File: src/rtl/mii_tx_pkg.sv
package mii_tx_pkg;
  localparam int NIB_W  = 4;
  localparam int SYM_W  = 5;
  localparam int LFSR_W = 11;

  typedef enum logic [1:0] {ST_IDLE, ST_SSD2, ST_DATA, ST_ESD2} frm_st_t;

  localparam logic [SYM_W-1:0] CG_I = 5'b11111;
  localparam logic [SYM_W-1:0] CG_J = 5'b11000;
  localparam logic [SYM_W-1:0] CG_K = 5'b10001;
  localparam logic [SYM_W-1:0] CG_T = 5'b01101;
  localparam logic [SYM_W-1:0] CG_R = 5'b00111;
  localparam logic [SYM_W-1:0] CG_H = 5'b00100;

  function automatic logic [SYM_W-1:0] enc_4b5b(input logic [NIB_W-1:0] n);
    logic [SYM_W-1:0] c;
    case (n)
      4'h0: c = 5'b11110;
      4'h1: c = 5'b01001;
      4'h2: c = 5'b10100;
      4'h3: c = 5'b10101;
      4'h4: c = 5'b01010;
      4'h5: c = 5'b01011;
      4'h6: c = 5'b01110;
      4'h7: c = 5'b01111;
      4'h8: c = 5'b10010;
      4'h9: c = 5'b10011;
      4'hA: c = 5'b10110;
      4'hB: c = 5'b10111;
      4'hC: c = 5'b11010;
      4'hD: c = 5'b11011;
      4'hE: c = 5'b11100;
      default: c = 5'b11101;
    endcase
    return c;
  endfunction

  // One LFSR step: feedback from the oldest bit and the bit two younger.
  function automatic logic [LFSR_W-1:0] lfsr_step(input logic [LFSR_W-1:0] s);
    return {s[LFSR_W-2:0], s[LFSR_W-1] ^ s[LFSR_W-3]};
  endfunction

  function automatic logic [LFSR_W-1:0] lfsr_adv(input logic [LFSR_W-1:0] s);
    logic [LFSR_W-1:0] t;
    t = s;
    for (int i = 0; i < SYM_W; i++) t = lfsr_step(t);
    return t;
  endfunction

  // Key bit i is the i-th new bit produced while advancing.
  function automatic logic [SYM_W-1:0] lfsr_key(input logic [LFSR_W-1:0] s);
    logic [LFSR_W-1:0] t;
    logic [SYM_W-1:0]  k;
    t = s;
    for (int i = 0; i < SYM_W; i++) begin
      t    = lfsr_step(t);
      k[i] = t[0];
    end
    return k;
  endfunction
endpackage

File: src/rtl/mii_tx_nibble_reg.sv
module mii_tx_nibble_reg #(
  parameter int W = 4
) (
  input  logic         clk,
  input  logic         rst_n,
  input  logic         en_d,
  input  logic         err_d,
  input  logic [W-1:0] nib_d,
  output logic         en_q,
  output logic         err_q,
  output logic [W-1:0] nib_q
);
  always_ff @(posedge clk or negedge rst_n) begin
    if (!rst_n) begin
      en_q  <= 1'b0;
      err_q <= 1'b0;
      nib_q <= '0;
    end else begin
      en_q  <= en_d;
      err_q <= err_d;
      nib_q <= nib_d;
    end
  end
endmodule

File: src/rtl/mii_tx_framer.sv
module mii_tx_framer
  import mii_tx_pkg::*;
(
  input  logic             clk,
  input  logic             rst_n,
  input  logic             en_q,
  input  logic             err_q,
  input  logic [NIB_W-1:0] nib_q,
  output logic [SYM_W-1:0] code,
  output logic             frame_start,
  output logic             frame_end,
  output logic             err_slot,
  output logic             in_idle
);
  frm_st_t st_q, st_nxt;

  always_comb begin
    code        = CG_I;
    st_nxt      = st_q;
    frame_start = 1'b0;
    frame_end   = 1'b0;
    err_slot    = 1'b0;
    case (st_q)
      ST_IDLE: begin
        if (en_q) begin
          code        = CG_J;
          st_nxt      = ST_SSD2;
          frame_start = 1'b1;
        end
      end
      ST_SSD2: begin
        code   = CG_K;
        st_nxt = ST_DATA;
      end
      ST_DATA: begin
        if (en_q) begin
          if (err_q) begin
            code     = CG_H;
            err_slot = 1'b1;
          end else begin
            code = enc_4b5b(nib_q);
          end
        end else begin
          code      = CG_T;
          st_nxt    = ST_ESD2;
          frame_end = 1'b1;
        end
      end
      default: begin
        code   = CG_R;
        st_nxt = ST_IDLE;
      end
    endcase
  end

  assign in_idle = (st_q == ST_IDLE);

  always_ff @(posedge clk or negedge rst_n) begin
    if (!rst_n) st_q <= ST_IDLE;
    else        st_q <= st_nxt;
  end
endmodule

File: src/rtl/mii_tx_scrambler.sv
module mii_tx_scrambler
  import mii_tx_pkg::*;
#(
  parameter logic [LFSR_W-1:0] SEED = 11'h5A5
) (
  input  logic              clk,
  input  logic              rst_n,
  input  logic              bypass,
  input  logic [SYM_W-1:0]  code_in,
  output logic [SYM_W-1:0]  sym_d,
  output logic [LFSR_W-1:0] lfsr_q
);
  logic [SYM_W-1:0] key;

  assign key   = lfsr_key(lfsr_q);
  assign sym_d = bypass ? code_in : (code_in ^ key);

  always_ff @(posedge clk or negedge rst_n) begin
    if (!rst_n) lfsr_q <= SEED;
    else        lfsr_q <= lfsr_adv(lfsr_q);
  end
endmodule

File: src/rtl/mii_tx_symbol_path.sv
module mii_tx_symbol_path
  import mii_tx_pkg::*;
#(
  parameter logic [LFSR_W-1:0] SEED = 11'h5A5
) (
  input  logic             clk,
  input  logic             rst_n,
  input  logic             tx_en,
  input  logic             tx_err,
  input  logic [NIB_W-1:0] tx_nib,
  input  logic             scram_off,
  output logic [SYM_W-1:0] sym_out
);
  logic              en_q, err_q;
  logic [NIB_W-1:0]  nib_q;
  logic [SYM_W-1:0]  slot_code, sym_d;
  logic              frame_start, frame_end, err_slot, in_idle;
  logic [LFSR_W-1:0] lfsr_q;

  mii_tx_nibble_reg #(.W(NIB_W)) u_nib (
    .clk(clk), .rst_n(rst_n),
    .en_d(tx_en), .err_d(tx_err), .nib_d(tx_nib),
    .en_q(en_q), .err_q(err_q), .nib_q(nib_q)
  );

  mii_tx_framer u_frm (
    .clk(clk), .rst_n(rst_n),
    .en_q(en_q), .err_q(err_q), .nib_q(nib_q),
    .code(slot_code), .frame_start(frame_start), .frame_end(frame_end),
    .err_slot(err_slot), .in_idle(in_idle)
  );

  mii_tx_scrambler #(.SEED(SEED)) u_scr (
    .clk(clk), .rst_n(rst_n), .bypass(scram_off),
    .code_in(slot_code), .sym_d(sym_d), .lfsr_q(lfsr_q)
  );

  always_ff @(posedge clk or negedge rst_n) begin
    if (!rst_n) sym_out <= CG_I;
    else        sym_out <= sym_d;
  end
endmodule

File: config.mk
export PLATFORM = sky130hd
export DESIGN_NAME = mii_tx_symbol_path
export DESIGN_NICKNAME = d
export VERILOG_FILES = /design/src/rtl/mii_tx_pkg.sv /design/src/rtl/mii_tx_nibble_reg.sv /design/src/rtl/mii_tx_framer.sv /design/src/rtl/mii_tx_scrambler.sv /design/src/rtl/mii_tx_symbol_path.sv
export SDC_FILE = /design/constraint.sdc
export NUM_CORES = 1
export LEC_CHECK = 0
export ABC_CLOCK_PERIOD_IN_PS = 1400
export BUFFER_PORTS_ARGS = -buffer_cell sky130_fd_sc_hd__buf_2
export CAP_MARGIN = 20
export CORE_ASPECT_RATIO = 1.2
export CORE_MARGIN = 2
export CORE_UTILIZATION = 40
export CTS_CLUSTER_SIZE = 30
export DETAILED_ROUTE_END_ITERATION = 10
export MAX_ROUTING_LAYER = met4
export PLACE_DENSITY = 0.71
export SETUP_SLACK_MARGIN = 0.05
export SYNTH_ARGS = -nofsm -noshare
export SYNTH_HDL_FRONTEND = slang
export SYNTH_SLANG_ARGS = --single-unit
File: constraint.sdc
create_clock -name clk -period 1.4 [get_ports clk]
set_input_delay 0.21 -clock clk [delete_from_list [all_inputs] [get_ports clk]]
set_output_delay 0.21 -clock clk [all_outputs]
set_load 0.01 [all_outputs]
==> results of run 1 <==
final timing paths:
check / depth (start not counted) / to / slack [ns] / startpoint
max: 5 / sym_out[4] / -0.01 / u_frm.st_q[0]
min: 3 / sym_out[1] / 0.22 / scram_off
max reg2reg: 5 / sym_out[4] / -0.01 / u_frm.st_q[0]
min reg2reg: 0 / u_scr.lfsr_q[7] / 0.36 / u_scr.lfsr_q[2]
max in group asynchronous: 2 / sym_out[1] / 0.68 / rst_n
min in group asynchronous: 2 / u_nib.nib_q[3] / 0.38 / rst_n
kinds of logic (layout without fill, tap and decap cells):
family / after synthesis / count (layout)
XOR/XNOR: 10 / 10
adder cells (fa/ha/maj): 4 / 4
buffers and inverters: 6 / 38
AND/OR/NAND/NOR: 21 / 21
AO/OA/AOI/OAI: 12 / 12
flip-flops: 24 / 24
through the flow:
stage                     hold slack (ns)  util, %  setup WS (ns)  TNS [ns]  power (uW)
final                               0.221     55.8        -0.0142   -0.0278        2110
after global routing                0.209     55.8        -0.0888    -0.285        2270
after CTS                           0.212     54.9        -0.0249   -0.0283        2090
after detailed placement            0.195     49.6        -0.0318   -0.0364        1680
after global placement              0.197     49.6         0.0224         0        1660
after floorplan                   -0.0856        -         0.0373         0        1410
power groups by stage:
stage                     clock network, uW  logic, uW  registers [uW]
after floorplan                           0        451             961
after global placement                    0        745             913
after detailed placement                  0        768             917
after CTS                               355        832             905
after global routing                    398        958             918
final                                   337        870             908
area by class of cell:
type / count / area share (%)
flip-flops and latches: 24 / 47.7
inverters: 6 / 1.75
repair buffers: 28 / 15.2
multi-input cells: 47 / 29.5
clock buffers: 4 / 2.82
well taps: 31 / 3.01
timing repair:
| item | CTS | global route |
|---|---|---|
| resized for setup | 1 | 4 |
| endpoints found under the setup margin | 5 | 7 |
| setup buffers | 2 | 0 |
| hold buffers | 7 | 0 |
| endpoints found under the hold margin | 19 | 0 |
| pin swaps | 1 | 3 |
registers in the layout, indices dropped and copies added, names as in the netlist:
register      count
sym_out           5
u_scr.lfsr_q     11
u_nib.en_q        1
u_nib.nib_q       4
u_frm.st_q        2
u_nib.err_q       1
synth_stat cells:
master,number,area share (%)
nor4_1,1,0.64
or3_1,1,0.64
ha_1,4,5.1
nand3b_1,1,0.76
o221a_1,1,1.1
o21ai_0,3,1.5
nor4b_2,1,1.5
nor3_1,1,0.51
dfrtp_1,13,33
xnor2_1,3,2.7
inv_1,6,2.3
or2_4,1,0.89
nor2b_2,1,0.89
nand2_1,1,0.38
a211oi_2,1,1.3
nand2b_1,5,3.2
o21bai_1,1,0.76
a221oi_1,1,0.89
xor2_1,7,6.2
nor2_1,8,3.0
a21oi_1,3,1.5
dfstp_2,11,29
a311oi_1,1,0.89
o311ai_0,1,0.89
routing by layer:
layer  GRT usage [%]  routed length [um]  part of all wire, %
met1            12.9                 633                   41
met4            8.57                  44                  2.8
met2            23.9                 807                   52
met3            3.30                  64                  4.1
met5               -                   0                    0
tightest hold or removal path, delay by kind of cell:
kind,cells,cell delay (ns)
buffers and inverters,1,0.13
XOR/XNOR,1,0.06
AND/OR/NAND/NOR,1,0.13
==> flow_metrics.env, run 1 <==
export IMPL_die_area_sq_mm=0.00288
export IMPL_crit_required_ns=1.62
export IMPL_cts_num_sinks=24
export IMPL_synth_cell_types=24
export IMPL_fin_nets=123
export IMPL_startpoint_type="flop"
export IMPL_worst_slew_pin_slew_ns=0.465
export IMPL_finalHoldViolCount=0
export IMPL_initial_core_util_pct=42.7
export IMPL_crit_path_end_kind="flop"
export IMPL_synth_ff_latch_count=24
export IMPL_h_tree_depth=1
export IMPL_die_x_um=49.3
export IMPL_rsz0062_at_grt="yes"
export IMPL_crit_slowest_cell="dfrtp_1"
export IMPL_crit_buf_inv=1
export IMPL_synth_fa_ha_area_share_pct=5.08
export IMPL_clock_fmax_mhz=707
export IMPL_synth_compound_area_share_pct=8.89
export IMPL_tritoncts="built"
export IMPL_instances_no_fill=140
export IMPL_power_leakage_uw=0.000597
export IMPL_multi_input_area_sq_um=380
export IMPL_syn_inst=77
export IMPL_dieHeight_um=58.4
export IMPL_layout_drive_gt1_share_pct=42.2
export IMPL_seqCellArea_sq_um=614
export IMPL_synth_area_sq_um=985
export IMPL_syn_num_nets=90
export IMPL_ys_warn_count=0
export IMPL_synth_top_family_by_area="simple AND/OR/NAND/NOR gates"
export IMPL_clockBufferDepth=2
export IMPL_path_class="reg2reg"
export IMPL_min_path_type="in2reg"
export IMPL_grt_max_degree=25
export IMPL_fp_row_count=19
export IMPL_dp_cells=127
export IMPL_clk_pin_slew_worst_paths_ns=0.11
export IMPL_viasPerCell=4.61
export IMPL_worst_endpoint_arrival_ns=1.63
export IMPL_hpwlAfterDp_mm=1.10
export IMPL_seq_area_frac_synth_pct=62.4
export IMPL_port_buffers=13
export IMPL_stdcell_area_sq_mm=0.00129
export IMPL_synth_avg_cell_area_sq_um=12.8
export IMPL_status="complete, but fails checks"
export IMPL_slew_headroom_pct=69.0
export IMPL_slew_violations=0
export IMPL_seqPwrFrac_pct=42.9
export IMPL_clock_power_share_pct=15.9
export IMPL_finalWorstSetupSlack_ns=-0.0142
export IMPL_clk_latency_ns=0.30
export IMPL_power_share_combinational_pct=41.1
export IMPL_p_sw_share_pct=30.5
export IMPL_yosys_area_share_simple_pct=12.5
export IMPL_antenna_found_initial=0
export IMPL_drcViolationCount=0
export IMPL_postRouteAntennaNets=0
export IMPL_synthMuxAreaShare_pct=0
export IMPL_power_density_mw_per_mm2=1640
export IMPL_placed_cell_area_sq_mm=0.00114
export IMPL_yosys_area_share_xor_xnor_pct=8.89
export IMPL_violations="setup timing"
export IMPL_crit_fanout=3
export IMPL_drt_total_wl_mm=1.55
export IMPL_fillCellCount=203
export IMPL_p_int_uw=1470
export IMPL_max_vdd_ir_drop_uv=1190
export IMPL_power_switching_uw=644
export IMPL_fin_crit_sh_pct=101
export IMPL_gp_congestion=0.814
export IMPL_drt_initial_drc_count=7
export IMPL_area_growth_pct=30.7
export IMPL_via_count=645
export IMPL_pin_count=14
export IMPL_grtUsageTotal_pct=13.4
export IMPL_clock_skew_ns=0.000859
export IMPL_cts_root_buf="clkbuf_4"
export IMPL_numCtsBuffers=3
export IMPL_dr_pass1_iters=4
export IMPL_grt_pass1_vias=678
export IMPL_core_area_sq_mm=0.00231
export IMPL_worstPathCellList="inv_2 > ha_2 > nand3b_1 > o221a_1 > nor4b_2"
export IMPL_finalCriticalPeriod_ns=1.41
export IMPL_final_cell_mix="buf_2, dfrtp_1, dfstp_2, nor2_1, buf_4"
export IMPL_maxCapViolCount=0
export IMPL_grt_first_pass_wirelength_mm=2.70
export IMPL_routedWlPerCell_um=11.1
export IMPL_path_delay_family="flip-flops"
export IMPL_slowest_delay_ns=0.43
export IMPL_setup_violations=2
export IMPL_overflow=0
export IMPL_num_antenna_cells=0
No activity file was read; power rests on OpenSTA's default activity.
==> inputs of run 2 (changes only) <==
--- a/config.mk
+++ b/config.mk
@@ -13,7 +13,6 @@
 export CORE_UTILIZATION = 40
 export CTS_CLUSTER_SIZE = 30
 export DETAILED_ROUTE_END_ITERATION = 10
-export MAX_ROUTING_LAYER = met4
 export PLACE_DENSITY = 0.71
 export SETUP_SLACK_MARGIN = 0.05
 export SYNTH_ARGS = -nofsm -noshare
==> run 2 against run 1 <==
The flow still finishes with violations (setup timing); worst setup slack is essentially flat; count of clock-buffer cells in the layout did not move; cell area is the same; sequential power about the same; via count rose by 0.31%; non-clock buffer count did not move; utilization unchanged; cell count unchanged; fmax hardly changed; combinational power about the same; critical path depth grew 1; global-route usage decreased by 0.40 points.
==> flow_metrics.env, run 2 (same netlist as run 1, synthesis figures left out) <==
export IMPL_setup_violations=2
export IMPL_drt_total_wl_mm=1.56
export IMPL_crit_required_ns=1.64
export IMPL_initial_core_util_pct=42.7
export IMPL_dp_cells=127
export IMPL_finalWorstSetupSlack_ns=-0.0137
export IMPL_core_area_sq_mm=0.00231
export IMPL_path_delay_family="flip-flops"
export IMPL_crit_buf_inv=1
export IMPL_dieHeight_um=58.4
export IMPL_worstPathCellList="inv_2 > ha_4 > nor2b_4 > or2_4 > a211oi_2 > xor2_1"
export IMPL_slew_violations=0
export IMPL_drcViolationCount=0
export IMPL_drt_initial_drc_count=7
export IMPL_fp_row_count=19
export IMPL_violations="setup timing"
export IMPL_die_area_sq_mm=0.00288
export IMPL_num_antenna_cells=0
export IMPL_slew_headroom_pct=69.0
export IMPL_clock_fmax_mhz=707
export IMPL_worst_slew_pin_slew_ns=0.465
export IMPL_layout_drive_gt1_share_pct=42.2
export IMPL_gp_congestion=0.803
export IMPL_power_leakage_uw=0.000597
export IMPL_fin_nets=123
export IMPL_tritoncts="built"
export IMPL_rsz0062_at_grt="yes"
export IMPL_finalCriticalPeriod_ns=1.41
export IMPL_routedWlPerCell_um=11.1
export IMPL_startpoint_type="flop"
export IMPL_viasPerCell=4.62
export IMPL_die_x_um=49.3
export IMPL_area_growth_pct=30.7
export IMPL_antenna_found_initial=0
export IMPL_power_density_mw_per_mm2=1640
export IMPL_postRouteAntennaNets=0
export IMPL_cts_root_buf="clkbuf_4"
export IMPL_clk_pin_slew_worst_paths_ns=0.11
export IMPL_clock_skew_ns=0.000938
export IMPL_top_regs="u_scr.lfsr_q x11, sym_out x5, u_nib.nib_q x4"
export IMPL_cts_num_sinks=24
export IMPL_pin_count=14
export IMPL_grt_max_degree=25
export IMPL_fillCellCount=203
export IMPL_min_path_type="in2reg"
export IMPL_dr_pass1_iters=4
export IMPL_via_count=647
export IMPL_crit_path_end_kind="flop"
export IMPL_port_buffers=13
export IMPL_largest_register="u_scr.lfsr_q"
export IMPL_crit_fanout=3
export IMPL_final_cell_mix="buf_2, dfrtp_1, dfstp_2, nor2_1, buf_4"
export IMPL_finalHoldViolCount=0
export IMPL_largest_reg_flops=11
export IMPL_max_vdd_ir_drop_uv=1190
export IMPL_crit_slowest_cell="dfrtp_1"
export IMPL_clk_latency_ns=0.30
export IMPL_worst_endpoint_arrival_ns=1.66
export IMPL_hpwlAfterDp_mm=1.10
export IMPL_grt_pass1_vias=679
export IMPL_grtUsageTotal_pct=13.0
export IMPL_numCtsBuffers=3
export IMPL_h_tree_depth=1
export IMPL_path_class="reg2reg"
export IMPL_instances_no_fill=140
export IMPL_power_total_uw=2120
export IMPL_maxCapViolCount=0
export IMPL_status="complete, but fails checks"
export IMPL_clockBufferDepth=2
export IMPL_slowest_delay_ns=0.41
export IMPL_fin_crit_sh_pct=101
export IMPL_grt_first_pass_wirelength_mm=2.70
export IMPL_overflow=0
==> run 2: path summary, 6_finish.rpt <==
check                           startpoint         endpoint  slack [ns]  cells after the start
max reg2reg                  u_frm.st_q[0]       sym_out[0]       -0.01                      6
max in group asynchronous            rst_n       sym_out[1]        0.68                      2
max                          u_frm.st_q[0]       sym_out[0]       -0.01                      6
min reg2reg                u_scr.lfsr_q[2]  u_scr.lfsr_q[7]        0.36                      0
min in group asynchronous            rst_n   u_nib.nib_q[3]        0.38                      2
min                              scram_off       sym_out[1]        0.22                      3
==> run 2: area by class of cell <==
| class | count | area [sq um] | share of cell area [%] |
|---|---|---|---|
| multi-input combinational | 47 | 380 | 29.5 |
| inverter | 6 | 22.5 | 1.75 |
| tap | 31 | 38.8 | 3.01 |
| sequential | 24 | 614 | 47.7 |
| clock buffer | 4 | 36.3 | 2.82 |
| timing repair buffer | 28 | 195 | 15.2 |
==> run 2: worst reg2reg max path, delay by kind of cell, from the launching register on <==
family / cells / cell delay (ns)
AO/OA/AOI/OAI: 1 / 0.17
XOR/XNOR: 1 / 0.16
adder cells (fa/ha/maj): 1 / 0.16
buffers and inverters: 1 / 0.07
flip-flops: 1 / 0.41
AND/OR/NAND/NOR: 2 / 0.38
==> run 2: where the power goes <==
| part | switching [uW] | total [uW] | internal, uW |
|---|---|---|---|
| Sequential | 51.5 | 908 | 856 |
| Combinational | 415 | 870 | 456 |
| Clock | 180 | 339 | 159 |
==> run 2: timing repair <==
action	CTS	global route
cloned	0	0
pin swaps	1	3
endpoints found under the hold margin	19	0
setup endpoints to repair	5	7
gates resized for setup	1	4
hold buffers	7	0
setup buffers	2	0
==> run 2: per-stage QoR <==
stage	TNS, ns	instance area, sq um	setup WS [ns]	utilization, %	hold slack (ns)
finish	-0.0272	1290	-0.0137	55.8	0.217
global route	-0.285	1290	-0.0888	55.8	0.209
global placement	0	1140	0.0224	49.6	0.197
floorplan	0	995	0.0373	-	-0.0856
detailed placement	-0.0364	1140	-0.0318	49.6	0.195
CTS	-0.0283	1260	-0.0249	54.9	0.212
==> run 2: routing by layer <==
metal	part of all wire (%)	track usage [%]	routed length [um]
met5	0	0	0
met2	52	23.9	810
met1	41	12.9	633
met3	4.4	3.30	69
met4	2.8	8.57	43
==> inputs of run 3 (changes only) <==
--- a/config.mk
+++ b/config.mk
@@ -13,7 +13,7 @@
 export CORE_UTILIZATION = 40
 export CTS_CLUSTER_SIZE = 30
 export DETAILED_ROUTE_END_ITERATION = 10
-export PLACE_DENSITY = 0.71
+export PLACE_DENSITY_LB_ADDON = 0.05
 export SETUP_SLACK_MARGIN = 0.05
 export SYNTH_ARGS = -nofsm -noshare
 export SYNTH_HDL_FRONTEND = slang
==> run 3 against run 2 <==
The flow still finishes with violations (setup timing); critical path type unchanged; cell count up 1.4%; largest power group is now combinational logic; die area unchanged; hold slack better by 0.013 ns; non-clock buffer count up 2; clock skew up 0.0098 ns; sequential share of layout area down 1.4 points; critical path depth up 1; register-to-register slack worse by 0.04 ns; critical endpoint is now u_frm.st_q[1]; worst setup slack worse by 0.035 ns.
==> flow_metrics.env, run 3 (same netlist as run 1, synthesis figures left out) <==
export IMPL_status="complete, but fails checks"
export IMPL_violations="setup timing"
export IMPL_clock_skew_ns=0.0108
export IMPL_whs_ns=0.230
export IMPL_setup_tns_ns=-0.129
export IMPL_slew_headroom_pct=65.7
export IMPL_dp_cells=128
export IMPL_drcViolationCount=0
export IMPL_min_path_type="in2reg"
export IMPL_clock_fmax_mhz=690
export IMPL_endpoint="u_frm.st_q[1]"
export IMPL_instances_no_fill=142
export IMPL_fp_row_count=19
export IMPL_layout_drive_gt1_share_pct=42.3
export IMPL_worstPathCellList="buf_4 > ha_2 > buf_4 > buf_4 > a21oi_1 > nand2_1 > o21ai_0"
export IMPL_power_leakage_uw=0.000611
export IMPL_worst_endpoint_arrival_ns=1.68
export IMPL_pin_count=14
export IMPL_postRouteAntennaNets=0
export IMPL_viasPerCell=4.62
export IMPL_cp_depth=7
export IMPL_slew_violations=0
export IMPL_numCtsBuffers=3
export IMPL_maxCapViolCount=0
export IMPL_top_regs="u_scr.lfsr_q x11, sym_out x5, u_nib.nib_q x4"
export IMPL_crit_reg2reg_launch="u_frm.st_q[1]"
export IMPL_crit_required_ns=1.63
export IMPL_cts_root_buf="clkbuf_4"
export IMPL_startpoint_type="flop"
export IMPL_dr_pass1_iters=4
export IMPL_grt_max_degree=25
export IMPL_crit_buf_inv=3
export IMPL_area_growth_pct=34.7
export IMPL_crit_slowest_cell="dfrtp_1"
export IMPL_fin_nets=125
export IMPL_critical_path_startpoint="u_frm.st_q[1]"
export IMPL_grt_pass1_vias=702
export IMPL_rr_worst_depth=7
export IMPL_grtUsageTotal_pct=15.2
export IMPL_h_tree_depth=1
export IMPL_num_antenna_cells=0
export IMPL_crit_path_end_kind="flop"
export IMPL_slowest_delay_ns=0.41
export IMPL_path_delay_family="flip-flops"
export IMPL_setup_violations=5
export IMPL_hold_depth=3
export IMPL_power_density_mw_per_mm2=1770
export IMPL_rr_endpoint="u_frm.st_q[1]"
export IMPL_path_class="reg2reg"
export IMPL_max_vdd_ir_drop_uv=1140
export IMPL_dieHeight_um=58.4
export IMPL_grt_first_pass_wirelength_mm=3.15
export IMPL_clk_latency_ns=0.31
export IMPL_via_count=656
export IMPL_drt_total_wl_mm=1.82
export IMPL_crit_fanout=3
export IMPL_die_area_sq_mm=0.00288
export IMPL_hpwlAfterDp_mm=1.33
export IMPL_worst_slew_pin_slew_ns=0.514
export IMPL_largest_reg_flops=11
export IMPL_largest_register="u_scr.lfsr_q"
export IMPL_antenna_found_initial=0
export IMPL_die_x_um=49.3
export IMPL_initial_core_util_pct=42.7
export IMPL_drt_initial_drc_count=4
export IMPL_crit_top_cell="buf_4"
export IMPL_power_total_uw=2340
export IMPL_finalWorstSetupSlack_ns=-0.0491
export IMPL_cts_num_sinks=24
export IMPL_rsz0062_at_grt="yes"
export IMPL_tritoncts="built"
export IMPL_gp_congestion=0.805
export IMPL_fin_crit_sh_pct=104
export IMPL_reg2reg_slack_ns=-0.05
export IMPL_overflow=0
export IMPL_routedWlPerCell_um=12.8
export IMPL_clk_pin_slew_worst_paths_ns=0.12
export IMPL_final_cell_mix="buf_2, dfrtp_1, dfstp_2, buf_4"
export IMPL_clockBufferDepth=2
export IMPL_finalCriticalPeriod_ns=1.45
export IMPL_finalHoldViolCount=0
export IMPL_core_area_sq_mm=0.00231
export IMPL_port_buffers=13
-- run 3: worst min path at each step --
stage / start / endpoint / slack [ns]
after floorplan: rst_n / u_frm.st_q[0] / -0.09
after global placement: rst_n / u_scr.lfsr_q[6] / 0.21
after detailed placement: rst_n / u_scr.lfsr_q[6] / 0.21
final: scram_off / sym_out[1] / 0.23
after CTS: scram_off / sym_out[1] / 0.21
after global routing: scram_off / sym_out[2] / 0.22
-- run 3: final cells by class --
cell class              instances  area (sq um)
inverters                       6          22.5
fillers                       209           980
well taps                      31          38.8
repair buffers                 30           210
clock buffers                   3          22.5
multi-input cells              47           388
flip-flops and latches         24           614
clock inverters                 1          30.0
-- run 3: worst reg2reg max path, delay by kind of cell, from the launching register on --
family / cells / cell delay (ns)
AND/OR/NAND/NOR: 1 / 0.08
adder cells (fa/ha/maj): 1 / 0.16
AO/OA/AOI/OAI: 2 / 0.32
buffers and inverters: 3 / 0.40
flip-flops: 1 / 0.41
-- run 3: where the power goes --
group	switching [uW]	leakage (uW)	internal [uW]
logic	439	0.000305	500
registers	57.5	0.000278	858
clock network	200	0.0000279	289
total	696	0.000611	1650
-- run 3: repair_timing --
action,4_1_cts,5_1_grt
setup endpoints to repair,7,7
setup buffers,3,0
hold buffers,7,0
hold endpoints to repair,19,0
gates resized for setup,6,0
pin swaps,7,2
-- run 3: metal layers --
metal,track usage [%],vias to the layer above,wire [um]
li1,-,324,-
met1,14.8,319,715
met2,30.1,11,1050
met3,3.81,2,42
met4,6.12,0,17
met5,0,-,0
-- run 3: stage by stage --
stage	setup slack [ns]	utilization, %	cell area [sq um]
final	-0.0491	57.5	1330
after global routing	-0.146	57.5	1330
after detailed placement	-0.0752	49.9	1150
after floorplan	0.0373	-	995
after CTS	-0.0917	57.5	1330
after global placement	-0.0302	49.9	1150
